<file path="src/rtl/wk_pkg.sv">
package wk_pkg;

  typedef enum logic [2:0] {
    ST_IDLE, ST_L1_REQ, ST_L1_WAIT, ST_L2_REQ, ST_L2_WAIT, ST_DONE
  } wk_state_e;

  typedef enum logic [1:0] {
    L1_FAULT = 2'd0, L1_COARSE = 2'd1, L1_SECTION = 2'd2, L1_FINE = 2'd3
  } wk_l1_kind_e;

  localparam logic [3:0] FC_SEC_XLT  = 4'd5;
  localparam logic [3:0] FC_PAGE_XLT = 4'd7;
  localparam logic [3:0] FC_SEC_DOM  = 4'd9;
  localparam logic [3:0] FC_PAGE_DOM = 4'd11;
  localparam logic [3:0] FC_SEC_AP   = 4'd13;
  localparam logic [3:0] FC_PAGE_AP  = 4'd15;

  // Client-domain grant {rd,wr} for one access.
  function automatic logic [1:0] wk_grant(input logic [1:0] ap, input logic sys_p,
                                          input logic rom_p, input logic user,
                                          input logic write);
    logic [1:0] g;
    unique case (ap)
      2'd0: begin
        if (write)                g = 2'b00;
        else if (sys_p && !rom_p) g = user ? 2'b00 : 2'b10;
        else if (rom_p && !sys_p) g = 2'b10;
        else                      g = 2'b00;
      end
      2'd1:    g = user ? 2'b00 : 2'b11;
      2'd2:    g = !user ? 2'b11 : (write ? 2'b00 : 2'b10);
      default: g = 2'b11;
    endcase
    return g;
  endfunction

  function automatic logic [31:0] wk_l1_addr(input logic [17:0] base_hi,
                                             input logic [11:0] va_hi);
    return {base_hi, va_hi, 2'b00};
  endfunction

endpackage

</file>
<file path="src/rtl/wk_perm.sv">
module wk_perm
  import wk_pkg::*;
(
  input  logic [1:0] ap,
  input  logic [1:0] dom_field,
  input  logic       sys_p,
  input  logic       rom_p,
  input  logic       user,
  input  logic       write,
  output logic [1:0] grant,
  output logic       deny
);
  assign grant = (dom_field == 2'b11) ? 2'b11 : wk_grant(ap, sys_p, rom_p, user, write);
  assign deny  = (grant == 2'b00);
endmodule

</file>
<file path="src/rtl/wk_l1_decode.sv">
module wk_l1_decode
  import wk_pkg::*;
#(
  parameter int DOM_W = 4
) (
  input  logic [31:0]          desc,
  input  logic [19:0]          va_lo,
  input  logic [(2<<DOM_W)-1:0] dom_acc,
  output wk_l1_kind_e          kind,
  output logic [DOM_W-1:0]     dom_num,
  output logic [1:0]           dom_field,
  output logic [31:0]          sec_paddr,
  output logic [1:0]           sec_ap,
  output logic [31:0]          l2_addr
);
  logic unused_l1;
  assign unused_l1 = ^{desc[9], desc[4:2]};

  assign kind      = wk_l1_kind_e'(desc[1:0]);
  assign dom_num   = desc[5 +: DOM_W];
  assign dom_field = dom_acc[{dom_num, 1'b0} +: 2];
  assign sec_paddr = {desc[31:20], va_lo};
  assign sec_ap    = desc[11:10];
  assign l2_addr   = (kind == L1_FINE) ? {desc[31:12], va_lo[19:10], 2'b00}
                                       : {desc[31:10], va_lo[19:12], 2'b00};
endmodule

</file>
<file path="src/rtl/wk_l2_decode.sv">
module wk_l2_decode (
  input  logic [31:0] desc,
  input  logic [15:0] va_lo,
  output logic        is_fault,
  output logic [31:0] paddr,
  output logic [1:0]  ap
);
  logic       unused_l2;
  logic [3:0] sub_idx;
  assign unused_l2 = ^desc[3:2];
  assign is_fault  = (desc[1:0] == 2'd0);

  always_comb begin
    sub_idx = 4'd0;
    paddr   = 32'h0;
    unique case (desc[1:0])
      2'd1: begin
        paddr   = {desc[31:16], va_lo[15:0]};
        sub_idx = {1'b0, va_lo[15:14], 1'b0};
      end
      2'd2: begin
        paddr   = {desc[31:12], va_lo[11:0]};
        sub_idx = {1'b0, va_lo[11:10], 1'b0};
      end
      2'd3: paddr = {desc[31:10], va_lo[9:0]};
      default: paddr = 32'h0;
    endcase
  end

  assign ap = desc[4'd4 + sub_idx +: 2];
endmodule

</file>
<file path="src/rtl/wk_walker.sv">
module wk_walker
  import wk_pkg::*;
#(
  parameter logic [31:0] PID_WINDOW = 32'h0200_0000,
  parameter int          DOM_W      = 4
) (
  input  logic                 clk,
  input  logic                 rst_n,
  input  logic                 in_valid,
  output logic                 in_ready,
  input  logic [31:0]          in_vaddr,
  input  logic                 in_user,
  input  logic                 in_write,
  input  logic                 cfg_walk_en,
  input  logic                 cfg_sys_prot,
  input  logic                 cfg_rom_prot,
  input  logic [31:0]          cfg_table_base,
  input  logic [(2<<DOM_W)-1:0] cfg_domain_acc,
  input  logic [31:0]          cfg_pid_offset,
  output logic                 mem_req_valid,
  input  logic                 mem_req_ready,
  output logic [31:0]          mem_req_addr,
  input  logic                 mem_rsp_valid,
  input  logic [31:0]          mem_rsp_data,
  output logic                 out_valid,
  output logic [31:0]          out_paddr,
  output logic                 out_rd_ok,
  output logic                 out_wr_ok,
  output logic                 out_fault,
  output logic [DOM_W+3:0]     out_status
);
  localparam int ST_W = DOM_W + 4;

  wk_state_e        state;
  logic [31:0]      va_q, l2_addr_q, res_paddr_q;
  logic             user_q, write_q, res_fault_q;
  logic [DOM_W-1:0] dom_q;
  logic [1:0]       domf_q, res_grant_q;
  logic [ST_W-1:0]  res_status_q;
  logic             unused_top;
  assign unused_top = ^cfg_table_base[13:0];

  // Offset-adjusted address.
  logic [31:0] va_eff;
  assign va_eff = (in_vaddr < PID_WINDOW) ? in_vaddr + cfg_pid_offset : in_vaddr;

  // Descriptor decoders.
  wk_l1_kind_e      l1_kind;
  logic [DOM_W-1:0] l1_dom;
  logic [1:0]       l1_domf, l1_ap, l2_ap, perm_grant;
  logic [31:0]      l1_paddr, l1_l2addr, l2_paddr;
  logic             l2_fault, perm_deny;

  wk_l1_decode #(.DOM_W(DOM_W)) u_l1 (
    .desc(mem_rsp_data), .va_lo(va_q[19:0]), .dom_acc(cfg_domain_acc),
    .kind(l1_kind), .dom_num(l1_dom), .dom_field(l1_domf),
    .sec_paddr(l1_paddr), .sec_ap(l1_ap), .l2_addr(l1_l2addr));

  wk_l2_decode u_l2 (
    .desc(mem_rsp_data), .va_lo(va_q[15:0]),
    .is_fault(l2_fault), .paddr(l2_paddr), .ap(l2_ap));

  wk_perm u_perm (
    .ap(state == ST_L1_WAIT ? l1_ap : l2_ap),
    .dom_field(state == ST_L1_WAIT ? l1_domf : domf_q),
    .sys_p(cfg_sys_prot), .rom_p(cfg_rom_prot), .user(user_q), .write(write_q),
    .grant(perm_grant), .deny(perm_deny));

  // Named walk events.
  logic             fin_now, fin_fault, go_l2, l1_phase;
  logic [3:0]       fin_code;
  logic [31:0]      fin_paddr;
  logic [DOM_W-1:0] fin_dom;

  always_comb begin
    fin_now   = 1'b0;
    fin_fault = 1'b0;
    fin_code  = 4'd0;
    fin_paddr = 32'h0;
    fin_dom   = dom_q;
    go_l2     = 1'b0;
    if (state == ST_L1_WAIT && mem_rsp_valid) begin
      fin_dom = l1_dom;
      fin_now = 1'b1;
      if (l1_kind == L1_FAULT) begin
        fin_fault = 1'b1;
        fin_code  = FC_SEC_XLT;
      end else if (!l1_domf[0]) begin
        fin_fault = 1'b1;
        fin_code  = (l1_kind == L1_SECTION) ? FC_SEC_DOM : FC_PAGE_DOM;
      end else if (l1_kind == L1_SECTION) begin
        fin_fault = perm_deny;
        fin_code  = FC_SEC_AP;
        fin_paddr = l1_paddr;
      end else begin
        fin_now = 1'b0;
        go_l2   = 1'b1;
      end
    end else if (state == ST_L2_WAIT && mem_rsp_valid) begin
      fin_now   = 1'b1;
      fin_fault = l2_fault | perm_deny;
      fin_code  = l2_fault ? FC_PAGE_XLT : FC_PAGE_AP;
      fin_paddr = l2_paddr;
    end
  end

  assign l1_phase      = (state == ST_L1_REQ);
  assign in_ready      = (state == ST_IDLE);
  assign mem_req_valid = l1_phase || (state == ST_L2_REQ);
  assign mem_req_addr  = l1_phase ? wk_l1_addr(cfg_table_base[31:14], va_q[31:20]) : l2_addr_q;
  assign out_valid     = (state == ST_DONE);
  assign out_paddr     = res_paddr_q;
  assign out_rd_ok     = res_grant_q[1];
  assign out_wr_ok     = res_grant_q[0];
  assign out_fault     = res_fault_q;
  assign out_status    = res_status_q;

  always_ff @(posedge clk or negedge rst_n) begin
    if (!rst_n) begin
      state        <= ST_IDLE;
      va_q         <= 32'h0;
      l2_addr_q    <= 32'h0;
      user_q       <= 1'b0;
      write_q      <= 1'b0;
      dom_q        <= '0;
      domf_q       <= 2'b00;
      res_paddr_q  <= 32'h0;
      res_grant_q  <= 2'b00;
      res_fault_q  <= 1'b0;
      res_status_q <= '0;
    end else begin
      unique case (state)
        ST_IDLE: if (in_valid) begin
          va_q    <= va_eff;
          user_q  <= in_user;
          write_q <= in_write;
          if (cfg_walk_en) begin
            state <= ST_L1_REQ;
          end else begin
            res_paddr_q  <= va_eff;
            res_grant_q  <= 2'b11;
            res_fault_q  <= 1'b0;
            res_status_q <= '0;
            state        <= ST_DONE;
          end
        end
        ST_L1_REQ: if (mem_req_ready) state <= ST_L1_WAIT;
        ST_L1_WAIT: if (mem_rsp_valid) begin
          dom_q     <= l1_dom;
          domf_q    <= l1_domf;
          l2_addr_q <= l1_l2addr;
          state     <= go_l2 ? ST_L2_REQ : ST_DONE;
        end
        ST_L2_REQ:  if (mem_req_ready) state <= ST_L2_WAIT;
        ST_L2_WAIT: if (mem_rsp_valid) state <= ST_DONE;
        default:    state <= ST_IDLE;
      endcase
      if (fin_now) begin
        res_fault_q  <= fin_fault;
        res_paddr_q  <= fin_fault ? 32'h0 : fin_paddr;
        res_grant_q  <= fin_fault ? 2'b00 : perm_grant;
        res_status_q <= fin_fault ? {fin_dom, fin_code} : '0;
      end
    end
  end
endmodule

</file>
<file path="config.mk">
export PLATFORM = sky130hd
export DESIGN_NAME = wk_walker
export DESIGN_NICKNAME = d
export VERILOG_FILES = /design/src/rtl/wk_pkg.sv /design/src/rtl/wk_perm.sv /design/src/rtl/wk_l1_decode.sv /design/src/rtl/wk_l2_decode.sv /design/src/rtl/wk_walker.sv
export SDC_FILE = /design/constraint.sdc
export NUM_CORES = 1
export LEC_CHECK = 0
export BUFFER_PORTS_ARGS = -buffer_cell sky130_fd_sc_hd__buf_2
export CAP_MARGIN = 20
export CELL_PAD_IN_SITES_DETAIL_PLACEMENT = 0
export CELL_PAD_IN_SITES_GLOBAL_PLACEMENT = 1
export CORE_ASPECT_RATIO = 1.25
export CORE_MARGIN = 2
export CORE_UTILIZATION = 35
export DETAILED_ROUTE_END_ITERATION = 8
export HOLD_SLACK_MARGIN = 0.12
export PLACE_DENSITY_LB_ADDON = 0.1
export SYNTH_ARGS = -nofsm -noshare
export SYNTH_HDL_FRONTEND = slang
export SYNTH_SLANG_ARGS = --single-unit
</file>
<file path="constraint.sdc">
create_clock -name clk -period 4.05 [get_ports clk]
set_clock_uncertainty 0.2 [all_clocks]
set_input_delay 0.2025 -clock clk [delete_from_list [all_inputs] [get_ports clk]]
set_output_delay 0.2025 -clock clk [all_outputs]
set_load 0.05 [all_outputs]
</file>
==> impl_summary.txt <==
----------------------------------------------------
[Logic synthesis]
  Warning count from the yosys run ... 0
  Share of synthesized area occupied by flip-flops and latches ... 0.373
  Multiplexer fraction of the synthesized cell area ... 0.0988
  Number of instances in the synthesized netlist ... 922
  Synthesis-stage register bit count ... 116
  Post-synthesis instance area ... 0.00777 mm²
  Complex-gate fraction of the synthesized area ... 0.213
  Main combinational cell family by area after synthesis ... compound AO/OA/AOI/OAI gates
  Synth Area in XOR/XNOR ... 0.0270
  Avg Cell Area, Syn ... 8.43 µm²
  Primary FF master, synth ... dfrtp_1
  Synthesized-area fraction occupied by adder cells ... 0.0603
  EDFF count, synth ... 0
  Area fraction in and, or, nand and nor cells after synthesis ... 0.189
  Share of async-settable or async-resettable flops after synthesis ... 1.00
  Unique masters post-synth ... 67

[Clocking]
  Depth of the CTS H-tree ... 4
  TritonCTS clock tree ... built
  Gates resized, CTS repair ... 0
  Total number of clock tree sinks ... 116
  CTS clk-pin slew, worst paths ... 60 ps
  TritonCTS buffer count ... 17
  Insertion delay of the later-clocked pin in the worst-skew pair ... 410 ps
  Root buffer selected by CTS ... clkbuf_16
  Maximum clock insertion buffer count ... 2

[GRT]
  Met3 global-route usage ... 0.0335
  First-pass GRT wire length ... 41.5 mm
  Number of global-route vias before repair ... 7788
  Total global-route track usage ... 0.232
  GR met2 Demand/Resource ... 0.411
  Maximum number of pins on one net before global-route repair ... 61
  Met1 track utilization from global routing ... 0.291
  Initial antenna violation count ... 0
  Most heavily used metal layer in global routing ... met2
  Congestion Overflow GR ... 0

[Finish]
  Number of nets in the final layout ... 1410
  Layout Utilization ... 0.483
  Area growth, synth to finish ... 34.9%
  Number of antenna diodes ... 0
  Share of cells above drive strength 1 ... 0.269
  Count of non-filler cells in the finished layout ... 1496

[STA]
  Worst Max-Slew Pin Slew ... 1040 ps
  RSZ-0062 raised after global routing ... false
  Setup Total Neg Slack ... 0 ps
  Setup-failing EPs final ... 0
  Min setup slack post-route ... 449 ps
  Portion of the clock cycle consumed by the worst path in the final layout ... 0.889
  Post-route minimum period ... 3600 ps
  Final slew viol count ... 0
  Maximum operating frequency ... 278 MHz
  Worst slew margin ... 0.307
  Number of hold violations in the final report ... 0

[Placed design]
  Port-buffer cells ... 229
  Routability Congestion ... 0.857
  Half-perimeter wire length after placement ... 20.7 mm
  Post-Place Worst Slack ... 482 ps
  Placed insts ... 1396

[Critical path]
  Critical path data arrival time ... 3690 ps
  Required time of the critical path ... 4140 ps
  Kind of launch point of the worst setup path ... input port
  Setup CP Type ... input port to flop
  Critical path endpoint category ... flop
  Critical path peak fanout ... 7

[Floorplanning]
  Floorplan die area ... 0.0234 mm²
  Core Area ... 0.0217 mm²
  Cell Rows ... 60
  Horizontal die dimension ... 137 µm
  Ports ... 248
  Die outline height ... 171 µm
  Initial Util ... 0.358

[Power]
  Leakage component of the power ... 0.00504 µW
  PwrDens ... 720 mW/mm²
  Maximum vdd ir drop ... 0.391 mV
  Power consumption ... 7550 µW

[Drt]
  DRC ... 0
  First-pass iteration count of the detailed router ... 4
  Vias per cell ... 5.21
  Total via count in the routed design ... 7788
  ANT nets after route ... 0
  Final Routed Wirelength ... 27.2 mm
  Average wire length per cell after detail routing ... 18.2 µm
  DRC violation total after the first TritonRoute iteration ... 448

[Status]
  Status ... finished, final reports clean

[Run]
  Maximum capacitance violations ... 0

[Min path]
  Class of the tightest hold or removal check ... input port to flop

----------------------------------------------------
kinds of logic after synthesis:
group / count (synthesis)
simple gates: 340
compound gates: 268
other cells: 1
mux: 63
flops: 116
buf+inv: 73
xor+xnor: 24
fa+ha+maj: 37
per-stage QoR:
stage	hold WS [ps]	cell area, µm²
floorplan	-293	7780
global placement	147	9210
detailed placement	140	9210
CTS	185	10500
global route	234	10500
finish	188	10500
critical path, stage by stage:
cell           delay, ps
dlygate4sd3_1        530
buf_2                130
ha_1                 370
a21oi_1              250
o21ai_0              160
o41ai_1              530
nor4_1               150
nor3_1               310
o21ai_0              250
xnor2_1              210
a211oi_1             340
buf_4                190
o21ai_0               70
layer usage:
layer,share of wire,vias up
met1,0.43,3705
met3,0.047,18
met5,0,-
li1,-,3858
met4,0.015,0
met2,0.50,207
area by class of cell:
cell class	count	area [µm²]
fill	2182	11200
multi-input combinational	734	4590
sequential	116	2900
timing repair buffer	316	1980
clock buffer	18	439
tap	279	349
clock inverter	14	154
inverter	19	71.3
cells in the final DEF, fill, tap and decap left out, types with 5 or more instances in the layout:
cell type,n
a32o_1,5
o22ai_1,8
o21bai_1,5
and3_1,6
buf_4,19
a21o_1,14
dfrtp_1,116
xor2_1,10
mux2_2,30
a21oi_1,81
nor2_1,72
nand2_1,185
nor3_1,15
nand3_1,15
nand2b_1,5
clkbuf_16,17
and2_1,5
ha_1,35
clkinvlp_4,6
xnor2_1,14
nand4_1,6
dlygate4sd3_1,68
o31ai_1,5
mux2i_1,25
nor2b_1,7
o21a_1,5
mux4_2,8
buf_2,228
a22oi_1,12
o21ai_0,81
a31oi_1,9
inv_1,19
a211oi_1,12
synthesized netlist by cell type, types with 15 or more instances:
library cell | instances | area share
nand2_1 | 185 | 0.089
dfrtp_1 | 116 | 0.37
a21oi_1 | 81 | 0.052
o21ai_0 | 81 | 0.052
nor2_1 | 74 | 0.036
clkbuf_1 | 44 | 0.021
ha_1 | 35 | 0.056
mux2_2 | 30 | 0.043
mux2i_1 | 25 | 0.032
inv_1 | 19 | 0.0092
nand3_1 | 15 | 0.0097
nor3_1 | 15 | 0.0097
path summary, 6_finish.rpt:
| path | from | end | slack (ps) | depth (start not counted) |
|---|---|---|---|---|
| min in group asynchronous | rst_n | l2_addr_q[29] | 210 | 2 |
| hold reg to reg | l2_addr_q[24] | l2_addr_q[24] | 270 | 2 |
| max in group asynchronous | rst_n | user_q | 2620 | 3 |
| setup / recovery | in_vaddr[14] | out_paddr[25] | 450 | 13 |
| hold / removal | cfg_pid_offset[31] | va_q[31] | 190 | 5 |
| setup reg to reg | state[0] | out_paddr[20] | 500 | 8 |
flip-flops by register name, summed over array words and instances, names as in the netlist:
| register | cells |
|---|---|
| res_grant_q | 2 |
| va_q | 32 |
| domf_q | 2 |
| out_paddr | 32 |
| out_status | 8 |
| dom_q | 4 |
| write_q | 1 |
| out_fault | 1 |
| state | 3 |
| user_q | 1 |
| l2_addr_q | 30 |
power breakdown:
part           internal, µW  switching [µW]
sequential             1690             364
combinational          1200            2780
clock                   926             589
total                  3820            3730
what timing repair did:
item                       4_1_cts  5_1_grt
buffers inserted                 0        0
hold endpoints to repair       156        0
setup endpoints to repair        0        0
hold buffers                    68        0
(Power assumes the default switching activity.)
